### src/rtl/cap_walk_pkg.sv
`timescale 1ns/1ps
package cap_walk_pkg;

    typedef enum logic [2:0] {
        ST_IDLE,
        ST_STATUS,
        ST_CAPPTR,
        ST_LEGACY,
        ST_EXTENDED,
        ST_DONE
    } walk_state_t;

    localparam int          ADDR_W          = 12;
    localparam int          DATA_W          = 32;
    localparam int          ID_W            = 16;
    localparam logic [11:0] STATUS_ADDR     = 12'h004;
    localparam logic [11:0] CAPPTR_ADDR     = 12'h034;
    localparam logic [11:0] LEGACY_FLOOR    = 12'h040;
    localparam logic [11:0] EXT_BASE        = 12'h100;
    localparam int          CAP_PRESENT_BIT = 20;

endpackage

### src/rtl/cap_hdr_decode.sv
`timescale 1ns/1ps
module cap_hdr_decode
    import cap_walk_pkg::*;
(
    input  logic              ext_mode,
    input  logic [DATA_W-1:0] dword,
    output logic [ID_W-1:0]   cap_id,
    output logic [ADDR_W-1:0] next_ptr,
    output logic              next_ok,
    output logic              all_ones,
    output logic              empty
);

    always_comb begin
        all_ones = &dword;
        if (ext_mode) begin
            cap_id   = dword[15:0];
            next_ptr = {dword[31:22], 2'b00};
            next_ok  = next_ptr >= EXT_BASE;
            empty    = dword == '0;
        end else begin
            cap_id   = {8'h00, dword[7:0]};
            next_ptr = {4'h0, dword[15:10], 2'b00};
            next_ok  = next_ptr >= LEGACY_FLOOR;
            empty    = 1'b0;
        end
    end

endmodule

### src/rtl/walk_hop_counter.sv
`timescale 1ns/1ps
module walk_hop_counter #(
    parameter int CNT_W = 10
) (
    input  logic             clk,
    input  logic             rst_n,
    input  logic             clear,
    input  logic             step,
    input  logic [CNT_W-1:0] limit,
    output logic             last
);

    logic [CNT_W-1:0] cnt;

    always_ff @(posedge clk) begin
        if (!rst_n || clear) cnt <= '0;
        else if (step)       cnt <= cnt + 1'b1;
    end

    assign last = cnt == limit;

    // step is issued by the walker only while the bound is not yet reached
    assert_hops_bounded_R9: assert property (@(posedge clk) disable iff (!rst_n)
        step |-> cnt < limit);

endmodule

### src/rtl/cap_walker.sv
`timescale 1ns/1ps
module cap_walker
    import cap_walk_pkg::*;
#(
    parameter int LEG_HOPS = 48,
    parameter int EXT_HOPS = 960
) (
    input  logic        clk,
    input  logic        rst_n,
    input  logic        start,
    input  logic        sel_ext,
    input  logic [15:0] want_id,
    output logic        busy,
    output logic        done,
    output logic        found,
    output logic [11:0] offset,
    output logic        err_absent,
    output logic        err_loop,
    output logic        rd_req,
    output logic [11:0] rd_addr,
    input  logic        rd_ack,
    input  logic [31:0] rd_data
);

    localparam int MAX_HOPS = (EXT_HOPS > LEG_HOPS) ? EXT_HOPS : LEG_HOPS;
    localparam int HOP_W    = $clog2(MAX_HOPS + 1);

    walk_state_t       state, nxt;
    logic [ADDR_W-1:0] cur_addr, new_addr;
    logic              sel_q;
    logic [ID_W-1:0]   id_q;

    logic              fin, fin_found, fin_abs, fin_loop;
    logic              hop_clr, hop_step, hop_last;
    logic [HOP_W-1:0]  hop_lim;

    logic [ID_W-1:0]   dec_id;
    logic [ADDR_W-1:0] dec_next;
    logic              dec_next_ok, dec_all_ones, dec_empty, id_match;
    logic [ADDR_W-1:0] capptr;

    cap_hdr_decode u_decode (
        .ext_mode (sel_q),
        .dword    (rd_data),
        .cap_id   (dec_id),
        .next_ptr (dec_next),
        .next_ok  (dec_next_ok),
        .all_ones (dec_all_ones),
        .empty    (dec_empty)
    );

    assign hop_lim = sel_q ? HOP_W'(EXT_HOPS - 1) : HOP_W'(LEG_HOPS - 1);

    walk_hop_counter #(.CNT_W(HOP_W)) u_hops (
        .clk   (clk),
        .rst_n (rst_n),
        .clear (hop_clr),
        .step  (hop_step),
        .limit (hop_lim),
        .last  (hop_last)
    );

    assign id_match = sel_q ? (dec_id == id_q) : (dec_id[7:0] == id_q[7:0]);
    assign capptr   = {4'h0, rd_data[7:2], 2'b00};

    // next-state and walk decisions
    always_comb begin
        nxt       = state;
        new_addr  = cur_addr;
        hop_clr   = 1'b0;
        hop_step  = 1'b0;
        fin       = 1'b0;
        fin_found = 1'b0;
        fin_abs   = 1'b0;
        fin_loop  = 1'b0;
        unique case (state)
            ST_IDLE: begin
                if (start) begin
                    hop_clr = 1'b1;
                    if (sel_ext) begin
                        nxt      = ST_EXTENDED;
                        new_addr = EXT_BASE;
                    end else begin
                        nxt      = ST_STATUS;
                        new_addr = STATUS_ADDR;
                    end
                end
            end
            ST_STATUS: begin
                if (rd_ack) begin
                    if (dec_all_ones) begin
                        fin     = 1'b1;
                        fin_abs = 1'b1;
                    end else if (!rd_data[CAP_PRESENT_BIT]) begin
                        fin = 1'b1;
                    end else begin
                        nxt      = ST_CAPPTR;
                        new_addr = CAPPTR_ADDR;
                    end
                end
            end
            ST_CAPPTR: begin
                if (rd_ack) begin
                    if (dec_all_ones) begin
                        fin     = 1'b1;
                        fin_abs = 1'b1;
                    end else if (capptr < LEGACY_FLOOR) begin
                        fin = 1'b1;
                    end else begin
                        nxt      = ST_LEGACY;
                        new_addr = capptr;
                    end
                end
            end
            ST_LEGACY, ST_EXTENDED: begin
                if (rd_ack) begin
                    if (dec_all_ones) begin
                        fin     = 1'b1;
                        fin_abs = 1'b1;
                    end else if (dec_empty) begin
                        fin = 1'b1;
                    end else if (id_match) begin
                        fin       = 1'b1;
                        fin_found = 1'b1;
                    end else if (!dec_next_ok) begin
                        fin = 1'b1;
                    end else if (hop_last) begin
                        fin      = 1'b1;
                        fin_loop = 1'b1;
                    end else begin
                        hop_step = 1'b1;
                        new_addr = dec_next;
                    end
                end
            end
            ST_DONE: nxt = ST_IDLE;
            default: nxt = ST_IDLE;
        endcase
        if (fin) nxt = ST_DONE;
    end

    // state register, walk context and results
    always_ff @(posedge clk) begin
        if (!rst_n) begin
            state      <= ST_IDLE;
            cur_addr   <= '0;
            sel_q      <= 1'b0;
            id_q       <= '0;
            found      <= 1'b0;
            offset     <= '0;
            err_absent <= 1'b0;
            err_loop   <= 1'b0;
        end else begin
            state    <= nxt;
            cur_addr <= new_addr;
            if (state == ST_IDLE && start) begin
                sel_q      <= sel_ext;
                id_q       <= want_id;
                found      <= 1'b0;
                offset     <= '0;
                err_absent <= 1'b0;
                err_loop   <= 1'b0;
            end else if (fin) begin
                found      <= fin_found;
                offset     <= fin_found ? cur_addr : '0;
                err_absent <= fin_abs;
                err_loop   <= fin_loop;
            end
        end
    end

    // outputs decoded from the state
    always_comb begin
        busy    = state != ST_IDLE;
        done    = state == ST_DONE;
        rd_req  = state inside {ST_STATUS, ST_CAPPTR, ST_LEGACY, ST_EXTENDED};
        rd_addr = cur_addr;
    end

    assert_addr_aligned_R3: assert property (@(posedge clk) disable iff (!rst_n)
        rd_req |-> rd_addr[1:0] == 2'b00);

    assert_addr_hold_R3: assert property (@(posedge clk) disable iff (!rst_n)
        rd_req && !rd_ack |=> rd_req && $stable(rd_addr));

    assert_legacy_window_R5: assert property (@(posedge clk) disable iff (!rst_n)
        rd_req && state == ST_LEGACY |-> rd_addr >= LEGACY_FLOOR && rd_addr < EXT_BASE);

    assert_ext_window_R7: assert property (@(posedge clk) disable iff (!rst_n)
        rd_req && state == ST_EXTENDED |-> rd_addr >= EXT_BASE);

    assert_one_outcome_R8: assert property (@(posedge clk) disable iff (!rst_n)
        done |-> $onehot0({found, err_absent, err_loop}));

    assert_done_pulse_R10: assert property (@(posedge clk) disable iff (!rst_n)
        done |=> !done);

    assert_result_hold_R10: assert property (@(posedge clk) disable iff (!rst_n)
        !busy && !start |=> $stable(found) && $stable(offset) && $stable(err_absent)
                            && $stable(err_loop));

endmodule

### config.mk
export PLATFORM = sky130hd
export DESIGN_NAME = cap_walker
export DESIGN_NICKNAME = d
export VERILOG_FILES = /design/src/rtl/cap_walk_pkg.sv /design/src/rtl/cap_hdr_decode.sv /design/src/rtl/walk_hop_counter.sv /design/src/rtl/cap_walker.sv
export SDC_FILE = /design/constraint.sdc
export NUM_CORES = 1
export LEC_CHECK = 0
export BUFFER_PORTS_ARGS = -buffer_cell sky130_fd_sc_hd__clkbuf_2
export CAP_MARGIN = 20
export CORE_ASPECT_RATIO = 1.25
export CORE_MARGIN = 5
export CORE_UTILIZATION = 30
export DETAILED_ROUTE_END_ITERATION = 8
export PLACE_DENSITY = 0.63
export SKIP_CTS_REPAIR_TIMING = 1
export SLEW_MARGIN = 15
export SYNTH_ARGS = -nofsm -noshare
export SYNTH_HDL_FRONTEND = slang
export SYNTH_SLANG_ARGS = --single-unit
### constraint.sdc
create_clock -name clk -period 3 [get_ports clk]
set_input_delay 0.3 -clock clk [delete_from_list [all_inputs] [get_ports clk]]
set_output_delay 0.3 -clock clk [all_outputs]
set_load 0.02 [all_outputs]
==> run_results.csv, run 1 <==
group,metric,value,unit
pwr,internal_power,0.00146,W
timing,clock_skew,0.00493,ns
route,routed_wirelength,9010,um
die,die_x,99.8,um
die,core,0.0100,mm2
pwr,pwr-share-clk,24.3,%
logic_synthesis,synth_top_area_share,35.1,%
pwr,ir_drop,0.306,mV
grt,grt_pass1_wl,14600,um
logic_synthesis,synth_common_cells,"nand2_1 (69), dfxtp_1 (53), a21boi_0 (18)",
logic_synthesis,yosysWarningCount,0,
timing,period_share,90.4,%
hold_path,min_path_cells,3,
logic_synthesis,netlist_instances,373,
cts,cts.clk_slew.worst_paths,0.07,ns
cts,clock-sinks,53,
finish,synthToLayoutAreaGrowth,20.6,%
timing,hold_violations,0,
logic_synthesis,ys_seq_elements,53,
grt,grt_pass1_vias,2969,
timing,rsz0062_at_grt,"no",
timing,holdWs,0.239,ns
critical_path,end_kind,"flip-flop",
die,start_util,30.2,%
place,place_inst,565,
finish,nNetsFinal,497,
cts,cts_buffers,5,
route,drtPass1Iterations,4,
route,vias_per_cell,5.27,
timing,slew_violations,0,
die,die_area,0.0122,mm2
critical_path,reg2regPathDepth,7,
grt,grt_usage,14.8,%
route,num_vias,3016,
die,pin_count,83,
pwr,power-per-cell-area,640,mW/mm2
grt,grt_max_degree,42,
critical_path,start_kind,"flip-flop",
logic_synthesis,synth_most_common_cell,"nand2_1",
logic_synthesis,async_flop_share,0,%
timing,tightest_slew,0.667,ns
finish,n_antenna_cell,0,
logic_synthesis,syn-mean-instance-area,8.11,um2
pwr,p_switching,0.000877,W
place,dp.final_hpwl,7230,um
route,drc,0,
logic_synthesis,synth-edff-count,0,
critical_path,path_class,"reg -> reg",
finish,layout-drive-gt1-share,21.7,%
pwr,switching_share,37.6,%
place,gp_congestion,0.962,
die,row_count,41,
critical_path,crit_path_top_delay_cell,"or4_1",
logic_synthesis,synth_top_area_cell,"dfxtp_1",
outcome,status,"finished clean",
logic_synthesis,synth_flop_cell,"dfxtp_1",
critical_path,critical_path.max_stage_delay,0.52,ns
hold_path,hold_class,"in -> reg",
cts,ctsLongestPathBuffers,2,
run,max_cap_violations,0,
cts,root_buffer,"clkbuf_16",
die,dieHeight,122,um
timing,layout_min_cycle_time,2.71,ns
critical_path,cp_max_fo,12,
cts,htreeDepth,2,
pwr,seq_power_share,37.6,%
critical_path,crit_chain,"or4_1 > o22a_1 > or3_1 > and3_1 > o311ai_4 > a31oi_2 > a22o_1",
timing,finalSetupViolations,0,
pwr,leakage,1.47,nW
route,ant_nets,0,
logic_synthesis,yosys-top-cells-area,"dfxtp_1 (35%), nand2_1 (8.6%), mux2i_1 (4.6%), a21boi_0 (4.5%), xor2_1 (4.1%)",
finish,layout.cells.non_filler,572,
critical_path,arrival,2.89,ns
pwr,p_comb_share,38.1,%
route,dr.first_iter.drc_count,170,
timing,fin_setup_tns,0,ns
cts,cts_tree,"done",
critical_path,cp.depth,7,
critical_path,critical_path_buf_inv_count,0,
timing,clock.fmax,369,MHz
timing,max_slew_margin,55.5,%
route,wire_per_inst,15.7,um
logic_synthesis,syn_area,0.00302,mm2
grt,grt-ovfl-total,0,
cts,clk_latency,0.29,ns
grt,antenna_found_initial,0,
place,port_buffers,78,
logic_synthesis,yosysUniqueCellTypes,54,
logic_synthesis,synth-seq-area-share,35.1,%
critical_path,critical_path.top_delay_family,"simple AND/OR/NAND/NOR gates",
critical_path,crit_required,3.18,ns
[tightest hold or removal path: stages]
cell	delay, ns
clkbuf_2	0.08
nand2_1	0.04
a21boi_0	0.06
[power groups by stage]
stage | registers [W] | clock network, W | logic, W
6_report | 0.000877 | 0.000567 | 0.000890
5_1_grt | 0.000891 | 0.000616 | 0.000989
4_1_cts | 0.000877 | 0.000588 | 0.000898
3_5_place_dp | 0.000893 | 0 | 0.000896
3_3_place_gp | 0.000888 | 0 | 0.000883
2_1_floorplan | 0.000887 | 0 | 0.000628
[cells by family (layout without fill, tap and decap cells)]
logic type / count (synthesis) / after routing / synth area share (%)
other: 1 / 4 / 0.124
AO/OA/AOI/OAI: 94 / 94 / 22.5
buffers and inverters: 30 / 97 / 5.17
adder cells (fa/ha/maj): 2 / 2 / 0.745
AND/OR/NAND/NOR: 159 / 159 / 25.7
multiplexers: 17 / 17 / 5.75
flip-flops: 53 / 53 / 35.1
XOR/XNOR: 17 / 17 / 4.92
[sequential cells by signal (all words and copies together) (netlist names)]
register and flops:
id_q 16, offset 10, err_absent 1, found 1, sel_q 1, err_loop 1, u_hops.cnt 10, rd_addr 10
state 3
[layer usage]
layer / global-route usage (%) / vias to the layer above / share of wire [%]
li1: - / 1501 / -
met5: 0 / - / 0
met4: 3.67 / 0 / 0.82
met2: 25.9 / 94 / 50
met3: 2.79 / 8 / 5.8
met1: 18.6 / 1413 / 43
[path summary, 6_finish.rpt]
| kind | slack, ns | start | to |
|---|---|---|---|
| hold reg to reg | 0.46 | found | found |
| setup / recovery | 0.29 | u_hops.cnt[9] | offset[10] |
| hold / removal | 0.24 | want_id[3] | id_q[3] |
| setup reg to reg | 0.29 | u_hops.cnt[9] | offset[10] |
[through the flow]
| stage | setup WS (ns) | power [W] | utilization [%] | area (um2) |
|---|---|---|---|---|
| after CTS | 0.297 | 0.00236 | 36.5 | 3650 |
| after global routing | 0.167 | 0.00250 | 36.5 | 3650 |
| after global placement | 0.395 | 0.00177 | 35.0 | 3510 |
| after detailed placement | 0.311 | 0.00179 | 35.0 | 3510 |
| after floorplan | 0.374 | 0.00151 | - | 3040 |
| final | 0.289 | 0.00233 | 36.5 | 3650 |
[placed cells by master, fill, tap and decap left out, types with 2 or more instances in the layout]
cell type,count
nand4b_1,2
a21oi_1,13
and3_1,3
a22oi_1,3
nor2_1,17
nand2_1,69
o2111ai_1,2
or4_1,3
and2_1,6
a32oi_1,2
nor3_1,8
nand4_1,12
mux2_2,2
a21o_1,3
o31ai_1,2
xnor2_1,3
conb_1,4
o22ai_1,2
dfxtp_1,53
o22a_1,3
o211ai_1,4
nand3_1,13
o21ai_0,16
o21a_1,2
inv_1,4
xor2_1,14
mux2i_1,14
o31a_1,2
clkbuf_2,78
buf_4,8
a22o_1,11
clkbuf_16,5
nor4_1,12
nor2b_1,4
nor4bb_1,3
or3_1,5
a21boi_0,18
[area by class of cell]
type                    count  area, um2
inverters                   4       15.0
clock buffers               7        143
repair buffers             86        450
flip-flops and latches     53       1060
multi-input cells         293       1820
well taps                 129        161
fillers                  1079       6350
No activity file was read; power rests on OpenSTA's default activity.
==> inputs of run 2 (changes only) <==
--- a/config.mk
+++ b/config.mk
@@ -7,11 +7,13 @@
 export LEC_CHECK = 0
 export BUFFER_PORTS_ARGS = -buffer_cell sky130_fd_sc_hd__clkbuf_2
 export CAP_MARGIN = 20
+export CELL_PAD_IN_SITES_DETAIL_PLACEMENT = 1
+export CELL_PAD_IN_SITES_GLOBAL_PLACEMENT = 1
 export CORE_ASPECT_RATIO = 1.25
 export CORE_MARGIN = 5
 export CORE_UTILIZATION = 30
 export DETAILED_ROUTE_END_ITERATION = 8
-export PLACE_DENSITY = 0.63
+export PLACE_DENSITY = 0.77
 export SKIP_CTS_REPAIR_TIMING = 1
 export SLEW_MARGIN = 15
 export SYNTH_ARGS = -nofsm -noshare
==> run 2 against run 1 <==
Cell area rose by 0.21%. Count of clock-buffer cells in the layout decreased by 2. Non-clock buffer count up 1. Wire length up 9.8%. Setup slack got worse by 0.079 ns. Utilization grew 0.075 points. Die area is the same.
==> run_results.csv, run 2 (synthesis results as in run 1) <==
group,metric,value,unit
outcome,status,"finished clean",
finish,layout_commonest_cell,"clkbuf_2",
finish,nNetsFinal,498,
critical_path,end_kind,"flip-flop",
route,ant_nets,0,
finish,final_cell_mix,"clkbuf_2 (78), nand2_1 (69), dfxtp_1 (53)",
cts,htreeDepth,2,
critical_path,path_common_cell,"a21oi_1",
critical_path,start_kind,"flip-flop",
critical_path,critical_path.max_stage_delay,0.61,ns
die,dieHeight,122,um
cts,cts_tree,"done",
cts,cts.clk_slew.worst_paths,0.07,ns
pwr,switching_share,39.0,%
finish,largest_reg_flops,16,
route,vias_per_cell,5.38,
cts,root_buffer,"clkbuf_16",
cts,clock-sinks,53,
place,dp.final_hpwl,8040,um
pwr,internal_power,0.00144,W
place,port_buffers,78,
timing,tightest_slew,0.706,ns
route,drc,0,
route,routed_wirelength,9900,um
die,row_count,41,
finish,n_antenna_cell,0,
critical_path,crit_required,3.21,ns
hold_path,hold_class,"in -> reg",
finish,largest-register,"id_q",
timing,slew_violations,0,
die,die_area,0.0122,mm2
route,num_vias,3088,
grt,grt_usage,16.4,%
critical_path,crit_path_top_delay_cell,"a21oi_1",
die,die_x,99.8,um
timing,clock_skew,0.00549,ns
cts,ctsLongestPathBuffers,2,
timing,fin_setup_tns,0,ns
place,gp_congestion,0.885,
timing,max_slew_margin,53.0,%
route,dr.first_iter.drc_count,98,
timing,rsz0062_at_grt,"no",
timing,holdWs,0.233,ns
route,wire_per_inst,17.2,um
run,max_cap_violations,0,
timing,layout_min_cycle_time,2.79,ns
timing,clock.fmax,358,MHz
cts,clk_latency,0.29,ns
pwr,leakage,1.48,nW
timing,period_share,93.0,%
grt,grt-ovfl-total,0,
grt,grt_max_degree,39,
critical_path,arrival,3.00,ns
finish,layout-drive-gt1-share,22.2,%
pwr,p_switching,0.000918,W
timing,hold_violations,0,
critical_path,cp_max_fo,25,
pwr,p_comb_share,38.9,%
grt,antenna_found_initial,0,
finish,synthToLayoutAreaGrowth,20.9,%
cts,cts_buffers,5,
critical_path,path_class,"reg -> reg",
grt,grt_pass1_wl,16000,um
pwr,pwr-share-clk,24.1,%
critical_path,critical_path.top_delay_family,"compound AO/OA/AOI/OAI gates",
die,start_util,30.2,%
die,core,0.0100,mm2
pwr,ir_drop,0.229,mV
pwr,seq_power_share,37.1,%
pwr,power-per-cell-area,644,mW/mm2
die,pin_count,83,
critical_path,crit_chain,"buf_4 > o21ai_0 > nand2_1 > a32oi_1 > a21oi_1 > o211ai_1 > or4_1 > a21oi_1",
route,drtPass1Iterations,4,
grt,grt_pass1_vias,3271,
timing,finalSetupViolations,0,
critical_path,critical_path_buf_inv_count,1,
[run 2: cell types whose count changed in the layout (fill, tap and decap cells not counted)]
cell        change
clkinv_2        +2
buf_4           +1
clkbuf_8        -1
clkbuf_1        -1
clkinvlp_4      +1
[run 2: layer usage]
metal  wire [um]  vias to the layer above  track usage, %
met3         378                       16            2.62
met2        5100                       77            30.1
met1        4190                     1500            19.1
met5           0                        -               0
li1            -                     1495               -
met4         222                        0            5.98
[run 2: power by group through the flow]
stage,combinational [W],sequential (W),clock [W]
2_1_floorplan,0.000628,0.000887,0
3_3_place_gp,0.000892,0.000883,0
4_1_cts,0.000924,0.000873,0.000587
6_report,0.000916,0.000873,0.000567
5_1_grt,0.00101,0.000889,0.000619
3_5_place_dp,0.000920,0.000890,0
[run 2: metrics by stage]
stage          setup WS [ns]  instances  total power [W]  util [%]  cell area [um2]
2_1_floorplan          0.374        376          0.00151         -             3040
3_3_place_gp           0.375        566          0.00178      35.1             3510
3_5_place_dp           0.275        566          0.00181      35.1             3510
4_1_cts                0.202        574          0.00238      36.5             3660
5_1_grt               0.0387        574          0.00251      36.5             3660
6_report               0.210        574          0.00236      36.5             3660
[run 2: area by class of cell]
cell class                 count  area (um2)
timing repair buffer          87         458
fill                        1258        6350
sequential                    53        1060
clock buffer                   5         125
clock inverter                 3        17.5
multi-input combinational    293        1820
tap                          129         161
inverter                       4        15.0
[run 2: path summary, 6_finish.rpt]
kind	from	to	slack, ns	cells after the start
worst min-delay path	want_id[10]	id_q[10]	0.23	3
worst max-delay path	sel_q	u_hops.cnt[9]	0.21	8
worst min register to register	found	found	0.47	1
worst max register to register	sel_q	u_hops.cnt[9]	0.21	8
[run 2: worst min-delay path, stage by stage]
cell      delay (ns)
clkbuf_2        0.08
nand2_1         0.04
a21boi_0        0.06
